[src/rtl/lut_cell_pkg.sv]
package lut_cell_pkg;

  typedef enum logic {
    POL_TRUE = 1'b0,
    POL_INV  = 1'b1
  } lc_pol_e;

  // Output polarity correction applied after the selection tree.
  function automatic logic lc_apply_pol(input logic raw, input lc_pol_e pol);
    return raw ^ (pol == POL_INV);
  endfunction

endpackage

[src/rtl/lc_cfg_shift.sv]
module lc_cfg_shift #(
  parameter int DEPTH = 16
) (
  input  logic                     clk,
  input  logic                     rst_n,
  input  logic                     load_en,
  input  logic                     sdi,
  input  logic                     invert_req,
  output logic [DEPTH-1:0]         word_q,
  output lut_cell_pkg::lc_pol_e    pol_q,
  output logic                     burst_start,
  output logic                     done
);
  import lut_cell_pkg::*;

  localparam int CNTW = $clog2(DEPTH + 1);
  localparam logic [CNTW-1:0] FULL = CNTW'(DEPTH);

  logic [CNTW-1:0] cnt_q;
  logic            en_prev_q;

  assign burst_start = load_en && !en_prev_q;
  assign done        = (cnt_q == FULL);

  always_ff @(posedge clk) begin
    if (!rst_n) begin
      word_q    <= '0;
      cnt_q     <= '0;
      pol_q     <= POL_TRUE;
      en_prev_q <= 1'b0;
    end else begin
      en_prev_q <= load_en;
      if (load_en) begin
        word_q <= {word_q[DEPTH-2:0], sdi};
        if (burst_start) begin
          cnt_q <= CNTW'(1);
          pol_q <= lc_pol_e'(invert_req);
        end else if (!done) begin
          cnt_q <= cnt_q + 1'b1;
        end
      end
    end
  end

endmodule

[src/rtl/lc_pin_perm.sv]
module lc_pin_perm #(
  parameter int                      NUM_IN  = 4,
  parameter int                      MAP_W   = 2,
  parameter logic [NUM_IN*MAP_W-1:0] PIN_MAP = 8'b01_00_11_10
) (
  input  logic [NUM_IN-1:0] sel,
  output logic [NUM_IN-1:0] addr
);

  // Logical input i drives internal address bit PIN_MAP[i].
  for (genvar i = 0; i < NUM_IN; i++) begin : g_route
    assign addr[PIN_MAP[i*MAP_W +: MAP_W]] = sel[i];
  end

endmodule

[src/rtl/lc_mux_tree.sv]
module lc_mux_tree #(
  parameter int NUM_IN = 4
) (
  input  logic [(1<<NUM_IN)-1:0] leaves,
  input  logic [NUM_IN-1:0]      addr,
  output logic                   y
);

  localparam int DEPTH = 1 << NUM_IN;

  // Level l holds DEPTH>>(l+1) two-to-one muxes steered by addr[l].
  for (genvar l = 0; l < NUM_IN; l++) begin : g_lvl
    localparam int W = DEPTH >> (l + 1);
    logic [W-1:0] nodes;
    for (genvar p = 0; p < W; p++) begin : g_mux
      if (l == 0) begin : g_leaf
        assign nodes[p] = addr[0] ? leaves[2*p+1] : leaves[2*p];
      end else begin : g_inner
        assign nodes[p] = addr[l] ? g_lvl[l-1].nodes[2*p+1]
                                  : g_lvl[l-1].nodes[2*p];
      end
    end
  end

  assign y = g_lvl[NUM_IN-1].nodes[0];

endmodule

[src/rtl/lut4_scrambled_cell.sv]
module lut4_scrambled_cell #(
  parameter int                      NUM_IN  = 4,
  parameter int                      MAP_W   = 2,
  parameter logic [NUM_IN*MAP_W-1:0] PIN_MAP = 8'b01_00_11_10
) (
  input  logic                     clk,
  input  logic                     rst_n,
  input  logic                     cfg_load_en,
  input  logic                     cfg_sdi,
  input  logic                     cfg_invert,
  input  logic [NUM_IN-1:0]        lut_sel,
  output logic                     lut_out,
  output logic [(1<<NUM_IN)-1:0]   cfg_readback
);
  import lut_cell_pkg::*;

  localparam int DEPTH = 1 << NUM_IN;

  logic [DEPTH-1:0]  word_q;
  lc_pol_e           pol_q;
  logic              burst_start;
  logic              cfg_done;
  logic [NUM_IN-1:0] phys_addr;
  logic              tree_y;

  lc_cfg_shift #(.DEPTH(DEPTH)) u_shift (
    .clk         (clk),
    .rst_n       (rst_n),
    .load_en     (cfg_load_en),
    .sdi         (cfg_sdi),
    .invert_req  (cfg_invert),
    .word_q      (word_q),
    .pol_q       (pol_q),
    .burst_start (burst_start),
    .done        (cfg_done)
  );

  lc_pin_perm #(.NUM_IN(NUM_IN), .MAP_W(MAP_W), .PIN_MAP(PIN_MAP)) u_perm (
    .sel  (lut_sel),
    .addr (phys_addr)
  );

  lc_mux_tree #(.NUM_IN(NUM_IN)) u_tree (
    .leaves (word_q),
    .addr   (phys_addr),
    .y      (tree_y)
  );

  assign cfg_readback = word_q;
  assign lut_out      = cfg_done && lc_apply_pol(tree_y, pol_q);

endmodule

[config.mk]
export PLATFORM = sky130hd
export DESIGN_NAME = lut4_scrambled_cell
export DESIGN_NICKNAME = d
export VERILOG_FILES = /design/src/rtl/lut_cell_pkg.sv /design/src/rtl/lc_cfg_shift.sv /design/src/rtl/lc_pin_perm.sv /design/src/rtl/lc_mux_tree.sv /design/src/rtl/lut4_scrambled_cell.sv
export SDC_FILE = /design/constraint.sdc
export NUM_CORES = 1
export LEC_CHECK = 0
export ABC_CLOCK_PERIOD_IN_PS = 2100
export BUFFER_PORTS_ARGS = -buffer_cell sky130_fd_sc_hd__buf_2
export CAP_MARGIN = 20
export CORE_ASPECT_RATIO = 0.6
export CORE_MARGIN = 10
export CORE_UTILIZATION = 30
export DETAILED_ROUTE_END_ITERATION = 12
export GPL_TIMING_DRIVEN = 0
export PLACE_DENSITY_LB_ADDON = 0.08
export SKIP_CTS_REPAIR_TIMING = 1
export SLEW_MARGIN = 20
export SYNTH_ARGS = -nofsm -noshare
export SYNTH_HDL_FRONTEND = slang
export SYNTH_SLANG_ARGS = --single-unit
[constraint.sdc]
create_clock -name clk -period 2.1 [get_ports clk]
set_clock_uncertainty 0.2 [all_clocks]
set_input_delay 0.105 -clock clk [delete_from_list [all_inputs] [get_ports clk]]
set_output_delay 0.105 -clock clk [all_outputs]
set_load 0.03 [all_outputs]
# --- Yosys cells after proc, flatten, opt, wreduce, memory -nomap -nowiden ---
# Index checks and enable logic that the tools add are counted.
word_totals:
  ff_bits: 23
  latchBits: 0
  mem_bits_rw: 0
  romBits: 0
  in_bits: 9
  elab_cells: 30
  n_memories: 0
classes:
  addsub: 1
  n_mul: 0
  div: 0
  magnitude_cmp: 0
  n_eq_ne: 2
  n_shift: 0
  muxes: 17
  n_bitwise: 1
  n_reduce_logical: 5
op_table:
  columns: ["op", "count"]
  rows:
  - ["two-way mux 1 bit", 15]
  - ["two-way mux 5 bit", 2]
  - ["adder 5 x 1 -> 5 bit, second input constant", 1]
  - ["equality test 5 bit, second input constant", 1]
  - ["AND reduction 2 bit", 2]
  - ["logical AND 1 bit", 2]
  - ["inequality test 2 bit, second input constant", 1]
  - ["zero test 1 bit", 1]
  - ["XOR 1 bit", 1]

# --- Longest topological paths before layout ---
# Gate-level depths: netlist of the first run.
depth:
  depth_word: 6
  mapped_depth: 6

# --- Cells and area by module ---
# Synthesis of the first run repeated with hierarchy kept, for this count alone.
unflattened:
  hier_cells: 109
  hier_area_um2: 1164.9
modules_own_cells:
  columns: ["mod", "n_inst", "cells_per_inst", "area_per_inst_um2", "seq_area_each_um2"]
  rows:
  - ["lc_cfg_shift", 1, 96, 984.7, 460.4]
  - ["lc_mux_tree", 1, 7, 135.1, 0.0]
  - ["lc_pin_perm", 1, 4, 30.0, 0.0]
  - ["lut4_scrambled_cell", 1, 2, 15.0, 0.0]

# --- Worst setup path before layout of the first run ---
# Ideal clock, no wire load.
synth_timing:
  path_type: "register to output"
  start: "reg u_shift.word_q[7]"
  end: "out lut_out"
  t_arrival_ns: 1.941
  required_ns: 1.795
  slack_ns: -0.146
  path_stages_with_launch: 5
  path_buffers: 0
  path_cell_list: "dfxtp_1 mux4_1 mux4_2 xnor2_1 nor2_1"
synth_via:
  elab_chain_len: 6
synth_rtl:
  columns: ["element", "line_no", "rtl"]
  rows:
  - ["start: declaration", "lc_cfg_shift.sv:9", "output logic [DEPTH-1:0] word_q,"]
  - ["start signal: assignment", "lc_cfg_shift.sv:34", "word_q <= {word_q[DEPTH-2:0], sdi};"]
  - ["two-way mux 1 bit", "lc_mux_tree.sv:17", "assign nodes[p] = addr[0] ? leaves[2*p+1] : leaves[2*p];"]
  - ["two-way mux 1 bit (3 in series)", "lc_mux_tree.sv:19", "assign nodes[p] = addr[l] ? g_lvl[l-1].nodes[2*p+1]"]
  - ["XOR 1 bit", "lut_cell_pkg.sv:10", "return raw ^ (pol == POL_INV);"]
  - ["logical AND 1 bit", "lut4_scrambled_cell.sv:50", "assign lut_out = cfg_done && lc_apply_pol(tree_y, pol_q);"]
  - ["end: declaration", "lut4_scrambled_cell.sv:12", "output logic lut_out,"]
# Every way passes these cells.

# --- Final worst setup path of the first run ---
layout_timing:
  start: "reg u_shift.word_q[11]"
  end: "out lut_out"
# Same word-level chain as after synthesis.

==> summary.md, run 1 <==
| Metric | Value |
|---|---|
| Max cap viols | 0 |
| Synthesized Nets | 110 |
| Syn Inst Count | 99 |
| Root Driver | clkbuf_8 |
| Leak | 0.607 nW |
| Distinct cell type count of the synthesized netlist | 26 |
| Clock share of power | 0.344 |
| Worst-Margin Slew | roughly 0.68 ns |
| Drt first pass iters | 4 |
| Gr ovfl total | 0 |
| Logic pwr share | 0.093 |
| Area growth, synth to finish | 30.9% |
| Synthesized area | 1040 µm² |
| WP data arrival | 1.98 ns |
| ANT cells | 0 |
| Failing checks | negative setup slack |
| Synthesized flop and latch total | 23 |
| Final wirelength | 2.66 mm |
| Largest net degree at the start of global routing | 13 |
| Hold crit path type | input port to flop |
| Max-slew violations | 0 |
| Final setup fails | 1 |
| Sw Pwr | 0.182 mW |
| PD cells | 580 nW/µm² |
| Setup WS pre-CTS | 0.0333 ns |
| Die Height | ~66 µm |
| Via count | 850 |
| Sequential share of power | 0.563 |
| Status | complete, but fails checks |
| Synth Area per Inst | 10.5 µm² |
| Peak VDD IR | roughly 0.20 mV |
| Yosys warns | 0 |
| Detailed placer's ending HPWL | roughly 2 mm |
| Post-route ant nets | 0 |
| Layout cell share with drive strength beyond 1 | 0.415 |
| Cell area after layout | approximately 1400 µm² |
| Buffers on Ports | 24 |
| Vias in the first global route | 791 |
| Relative slew slack | 0.545 |
| Final Cycle Share | 1.09 |
| Die area | roughly 6300 µm² |
| Post-layout minimum cycle time | roughly 2.3 ns |
| CP startpoint kind | flop |
| Met2 Use GR | 0.105 |
| Row count | 16 |
| CP endpoint kind | output port |
| Cts bufs inserted | 3 |
| Final setup TNS | -0.182 ns |
| Nets@finish | between 100 and 150 |
| Fin cells | 180 |
| WS Path Type | flop to output port |
| Routed len/inst | 14.8 µm |
| Placed Area | 1230 µm² |
| Clk sinks | 23 |
| Via/cell ratio | 4.72 |
| DIE WIDTH | 95.9 µm |
| Layout fillers | 334 |
| Clk slew on worst S/H paths | roughly 0.080 ns |
| Clock H-tree levels | 1 |
| Inst Count DP | 168 |
| CTS tree | built |
| CP max FO | 4 |
| Initial DRC Count | 110 |
| Core box area | approximately 3300 µm² |
| Final hold vios | 0 |
| # DRC | 0 |
| Overall global routing resource usage | 0.0840 |
| Max Root-Sink Buffers | 2 |
| Cell-internal power | 0.605 mW |
| First-pass GRT wire length | 4.17 mm |
| Starting Density | 0.316 |
| Fmax | 0.438 GHz |
| Switching part of the total | 0.231 |
| Worst-skew pair later-pin latency | 0.26 ns |
| Initial antenna violation count | 0 |
| Num ports | 26 |
| Crit path required time | 1.79 ns |
| Most Crowded Layer GR | met1 |
| Fin worst setup slack | -0.182 ns |
| Placer congestion estimate | about 0.8 |
| Grt met1 use | 0.118 |
| GR Util met3 | 0.0385 |
| Unrepaired setup endpoints after global routing | true |
| Sequential-to-total area share from yosys stat | 0.444 |
## cell usage after synthesis, drive strengths merged
cell type,instances,share of area
a21boi,3,0.022
a21oi,2,0.0097
a22oi,1,0.0072
a31oi,1,0.0060
and2,1,0.0060
buf,3,0.011
clkbuf,1,0.0036
dfxtp,23,0.44
ha,2,0.024
inv,4,0.014
mux2i,16,0.15
mux4,5,0.12
nand2,4,0.014
nand3,2,0.0097
nand3b,1,0.0072
nand4bb,1,0.011
nor2,20,0.072
nor3,2,0.0097
nor4bb,1,0.0097
o21a,2,0.014
o21ai,2,0.0097
o31ai,1,0.0072
xnor2,1,0.0085
## registers in the layout (all words and copies together) (netlist names)
register           flops
u_shift.cnt_q          5
u_shift.pol_q          1
u_shift.en_prev_q      1
u_shift.word_q        16
## metal layers
layer	share of wire	vias to the layer above
li1	-	421
met1	0.49	398
met2	0.41	27
met3	0.083	4
met4	0.015	0
met5	0	-
## per-stage QoR
step / util / total power, mW / hold slack, ns
global route: 0.413 / 0.836 / 0.0800
global placement: 0.376 / 0.525 / 0.154
CTS: 0.390 / 0.795 / -0.110
detailed placement: 0.376 / 0.525 / 0.164
finish: 0.413 / 0.787 / 0.0254
floorplan: - / 0.502 / 0.0227
## worst paths after layout
check,depth (start not counted),from,slack [ns],endpoint
worst max-delay path,5,u_shift.word_q[11],-0.18,lut_out
worst min-delay path,3,cfg_load_en,0.03,u_shift.cnt_q[0]
worst max register to register,6,u_shift.cnt_q[0],0.46,u_shift.cnt_q[1]
worst min register to register,2,u_shift.word_q[15],0.32,u_shift.word_q[15]
## cell families after synthesis
kind of cell | count (synthesis) | share of synthesized area
and+or+nand+nor | 32 | 0.140
DFF | 23 | 0.444
muxes | 21 | 0.278
AOI/OAI and AO/OA | 12 | 0.0761
buffers and inverters | 8 | 0.0290
adders and majority gates | 2 | 0.0242
xor gates and xnor gates | 1 | 0.00846
## power groups by stage
stage               combinational, mW  sequential, mW  clock (mW)
finish                         0.0730           0.444       0.271
global route                   0.0808           0.445       0.310
CTS                            0.0676           0.448       0.280
detailed placement             0.0670           0.458           0
global placement               0.0666           0.459           0
floorplan                      0.0401           0.462           0
## placed cells by master (no fill, tap or decap), types with 4 or more instances in the layout
master | netlist | final
buf_2 | 0 | 23
buf_4 | 0 | 5
dfxtp_1 | 23 | 7
dfxtp_2 | 0 | 12
dfxtp_4 | 0 | 4
mux2i_1 | 16 | 16
mux4_2 | 1 | 5
nand2_1 | 4 | 4
nor2_1 | 20 | 19
## final cells by class
type	count	area (µm²)	area share
well taps	45	56.3	0.0415
repair buffers	32	194	0.143
inverters	4	15.0	0.0111
clock buffers	4	45.0	0.0332
plain buffers	4	15.0	0.0111
multi-input cells	68	541	0.399
flip-flops and latches	23	490	0.362
## worst max-delay path, stage by stage (launching register included)
cell,delay [ns]
dfxtp_2,0.35
mux4_2,0.45
mux4_2,0.52
xnor2_2,0.16
nor2_2,0.09
buf_6,0.14
Note: power is estimated with default switching activity, not from simulation.
==> run 2: changes to the inputs <==
- ABC_AREA: not set -> 1
==> summary.md, run 2 <==
| Metric | Value |
|---|---|
| Status | complete, no violations |
| Count leader, synth | nand2_1 |
| Yosys warns | 0 (unchanged) |
| Max-slew violations | 0 (unchanged) |
| Placed Area | 1270 µm² (+3.2%) |
| Max reg flops | 16 (unchanged) |
| Row count | 16 (unchanged) |
| Gr ovfl total | 0 (unchanged) |
| FFs w/ async S/R, synth | 0 (unchanged) |
| Nets@finish | 194 (+32%) |
| Initial DRC Count | 53 (-52%) |
| Worst-Margin Slew | 0.473 ns (-0.210 ns) |
| Initial antenna violation count | 0 (unchanged) |
| Via/cell ratio | 4.74 (+0.29%) |
| Leak | 0.633 nW (+4.2%) |
| R2R depth | 7 (+1) |
| ANT cells | 0 (unchanged) |
| Via count | 1075 (+26%) |
| Synthesized area | 1100 µm² (+6.0%) |
| Die Height | 66.9 µm (+2.1%) |
| # DRC | 0 (unchanged) |
| Most common cell after layout, fill and taps aside | buf_2 |
| Crit Reg-Reg Endpoint | u_shift.cnt_q[3] |
| CP max-delay cell | dfxtp_1 |
| Distinct cell type count of the synthesized netlist | 22 (-15%) |
| Largest area contributor in the netlist | dfxtp_1 |
| Syn Inst Count | 151 (+53%) |
| PD cells | 697 nW/µm² (+20%) |
| Die area | 6560 µm² (+4.5%) |
| Cts bufs inserted | 3 (unchanged) |
| Area growth, synth to finish | 23.2% |
| Routed len/inst | 13.1 µm (-11%) |
| Crit path required time | 1.79 ns (about the same) |
| Most frequent CP cell | nand3_2 |
| Synth cell count leaders | nand2_1 (24), dfxtp_1 (23), inv_1 (22) |
| Starting Density | 0.325 (+0.00916) |
| Hold WS | 0.00189 ns (-0.0235 ns) |
| R2R Setup Slk | 0.55 ns (+0.09 ns) |
| Root Driver | clkbuf_8 |
| First-pass GRT wire length | 4.80 mm (+15%) |
| Cell area after layout | 1350 µm² (-0.18%) |
| Core box area | 3380 µm² (+3.0%) |
| Final setup fails | 0 (-1) |
| Unrepaired setup endpoints after global routing | false |
| Fmax | 0.558 GHz (+27%) |
| WS Path Type | flop to output port |
| Relative slew slack | 0.684 (+0.140) |
| Sequential-to-total area share from yosys stat | 0.419 (-0.0253) |
| Overall global routing resource usage | 0.0918 (+0.00772) |
| Final Cycle Share | 0.853 (-0.234) |
| DIE WIDTH | 98.1 µm (+2.4%) |
| Drt first pass iters | 4 (unchanged) |
| CP startpoint kind | flop |
| Hold endpoint | u_shift.word_q[2] |
| CTS tree | built |
| Final setup TNS | 0 ns (+0.182 ns) |
| Placer congestion estimate | 0.884 (+8.0%) |
| Hold crit path type | input port to flop |
| Synthesized flop and latch total | 23 (unchanged) |
| Vias in the first global route | 950 (+20%) |
| CP cell instances | inv_1 -> o21ai_1 -> nand2_1 -> nand3_2 -> nand3_2 -> nand3_2 -> nand2_1 -> nor2_1 -> buf_2 |
| Clk sinks | 23 (unchanged) |
| CP max stage delay | 0.35 ns (-0.17 ns) |
| Area contributors post-synth | dfxtp_1 (42%), a21oi_1 (9.6%), o21ai_0 (8.2%), nand2_1 (8.2%), inv_1 (7.5%) |
| Worst-skew pair later-pin latency | 0.27 ns (about the same) |
| Final wirelength | 2.97 mm (+12%) |
| Buffers on Ports | 24 (unchanged) |
| Num ports | 26 (unchanged) |
| CP max FO | 3 (-1) |
| Final hold vios | 0 (unchanged) |
| Synth Area per Inst | 7.28 µm² (-30%) |
| WP data arrival | 1.49 ns (-0.49 ns) |
| Detailed placer's ending HPWL | 2.33 mm (+17%) |
| Dominant synthesized flop cell | dfxtp_1 |
| HP Start | cfg_load_en |
| Clk slew on worst S/H paths | 0.09 ns (about the same) |
| Largest register by flop count | u_shift.word_q |
| Hold Path Stages | 3 (unchanged) |
| R2r startpoint | u_shift.cnt_q[0] |
| Post-layout minimum cycle time | 1.79 ns (-0.491 ns) |
| Most frequent cells in the layout | buf_2 (25), nand2_1 (24), dfxtp_1 (23), inv_1 (22), a21oi_1 (21) |
| Largest net degree at the start of global routing | 15 (+2) |
| Clock H-tree levels | 1 (unchanged) |
| Post-route ant nets | 0 (unchanged) |
| Max cap viols | 0 (unchanged) |
| CP endpoint kind | output port |
| Largest registers | u_shift.word_q (16), u_shift.cnt_q (5) |
| Layout cell share with drive strength beyond 1 | 0.225 (-0.190) |
| Synthesized Nets | 162 (+47%) |
| Max Root-Sink Buffers | 2 (unchanged) |
| Post-synth EDFFs | 0 (unchanged) |
| Yosys top cell area share | 0.419 (-0.0253) |
| Peak VDD IR | 0.234 mV (+16%) |
[run 2: layer usage]
metal / up-vias / routed length, µm / global-route usage
met1: 492 / 1610 / 0.129
met5: - / 0 / 0
li1: 552 / - / -
met4: 0 / 39 / 0.0379
met2: 26 / 1130 / 0.120
met3: 5 / 187 / 0.0340
[run 2: critical path, delay by kind of cell (launching register included)]
kind	cells	cell delay, ns
flip-flops	1	0.35
AND/OR/NAND/NOR	6	0.42
buffers and inverters	2	0.27
AO/OA/AOI/OAI	1	0.17
[run 2: where the power goes]
part / total [mW] / switching, mW / internal, mW
Combinational: 0.181 / 0.121 / 0.0599
Sequential: 0.479 / 0.0184 / 0.461
Clock: 0.284 / 0.150 / 0.134
[run 2: worst max path at each step]
stage                      startpoint          endpoint  slack (ns)
floorplan           u_shift.word_q[8]           lut_out        0.39
global placement     u_shift.cnt_q[0]  u_shift.cnt_q[3]        0.57
detailed placement   u_shift.cnt_q[0]  u_shift.cnt_q[3]        0.54
CTS                 u_shift.word_q[2]           lut_out        0.28
global route        u_shift.word_q[2]           lut_out        0.17
finish              u_shift.word_q[2]           lut_out        0.31
[run 2: cells by family after synthesis]
logic type	share of synthesized area
and+or+nand+nor	0.204
AOI/OAI and AO/OA	0.213
buffers and inverters	0.133
DFF	0.419
adders and majority gates	0.0228
xor gates and xnor gates	0.00797
[run 2: stage by stage]
step | total power [mW] | cells | setup WS [ns] | util
floorplan | 0.610 | 151 | 0.387 | -
global placement | 0.664 | 220 | 0.569 | 0.377
detailed placement | 0.667 | 220 | 0.545 | 0.377
CTS | 0.957 | 224 | 0.282 | 0.391
global route | 0.999 | 227 | 0.169 | 0.400
finish | 0.944 | 227 | 0.309 | 0.400
[run 2: area by class of cell]
| type | instances | area [µm²] |
|---|---|---|
| multi-input cells | 96 | 492 |
| repair buffers | 27 | 150 |
| fillers | 367 | 2030 |
| flip-flops and latches | 23 | 460 |
| clock buffers | 3 | 41.3 |
| well taps | 45 | 56.3 |
| clock inverters | 1 | 7.51 |
| plain buffers | 6 | 35.0 |
| inverters | 26 | 111 |
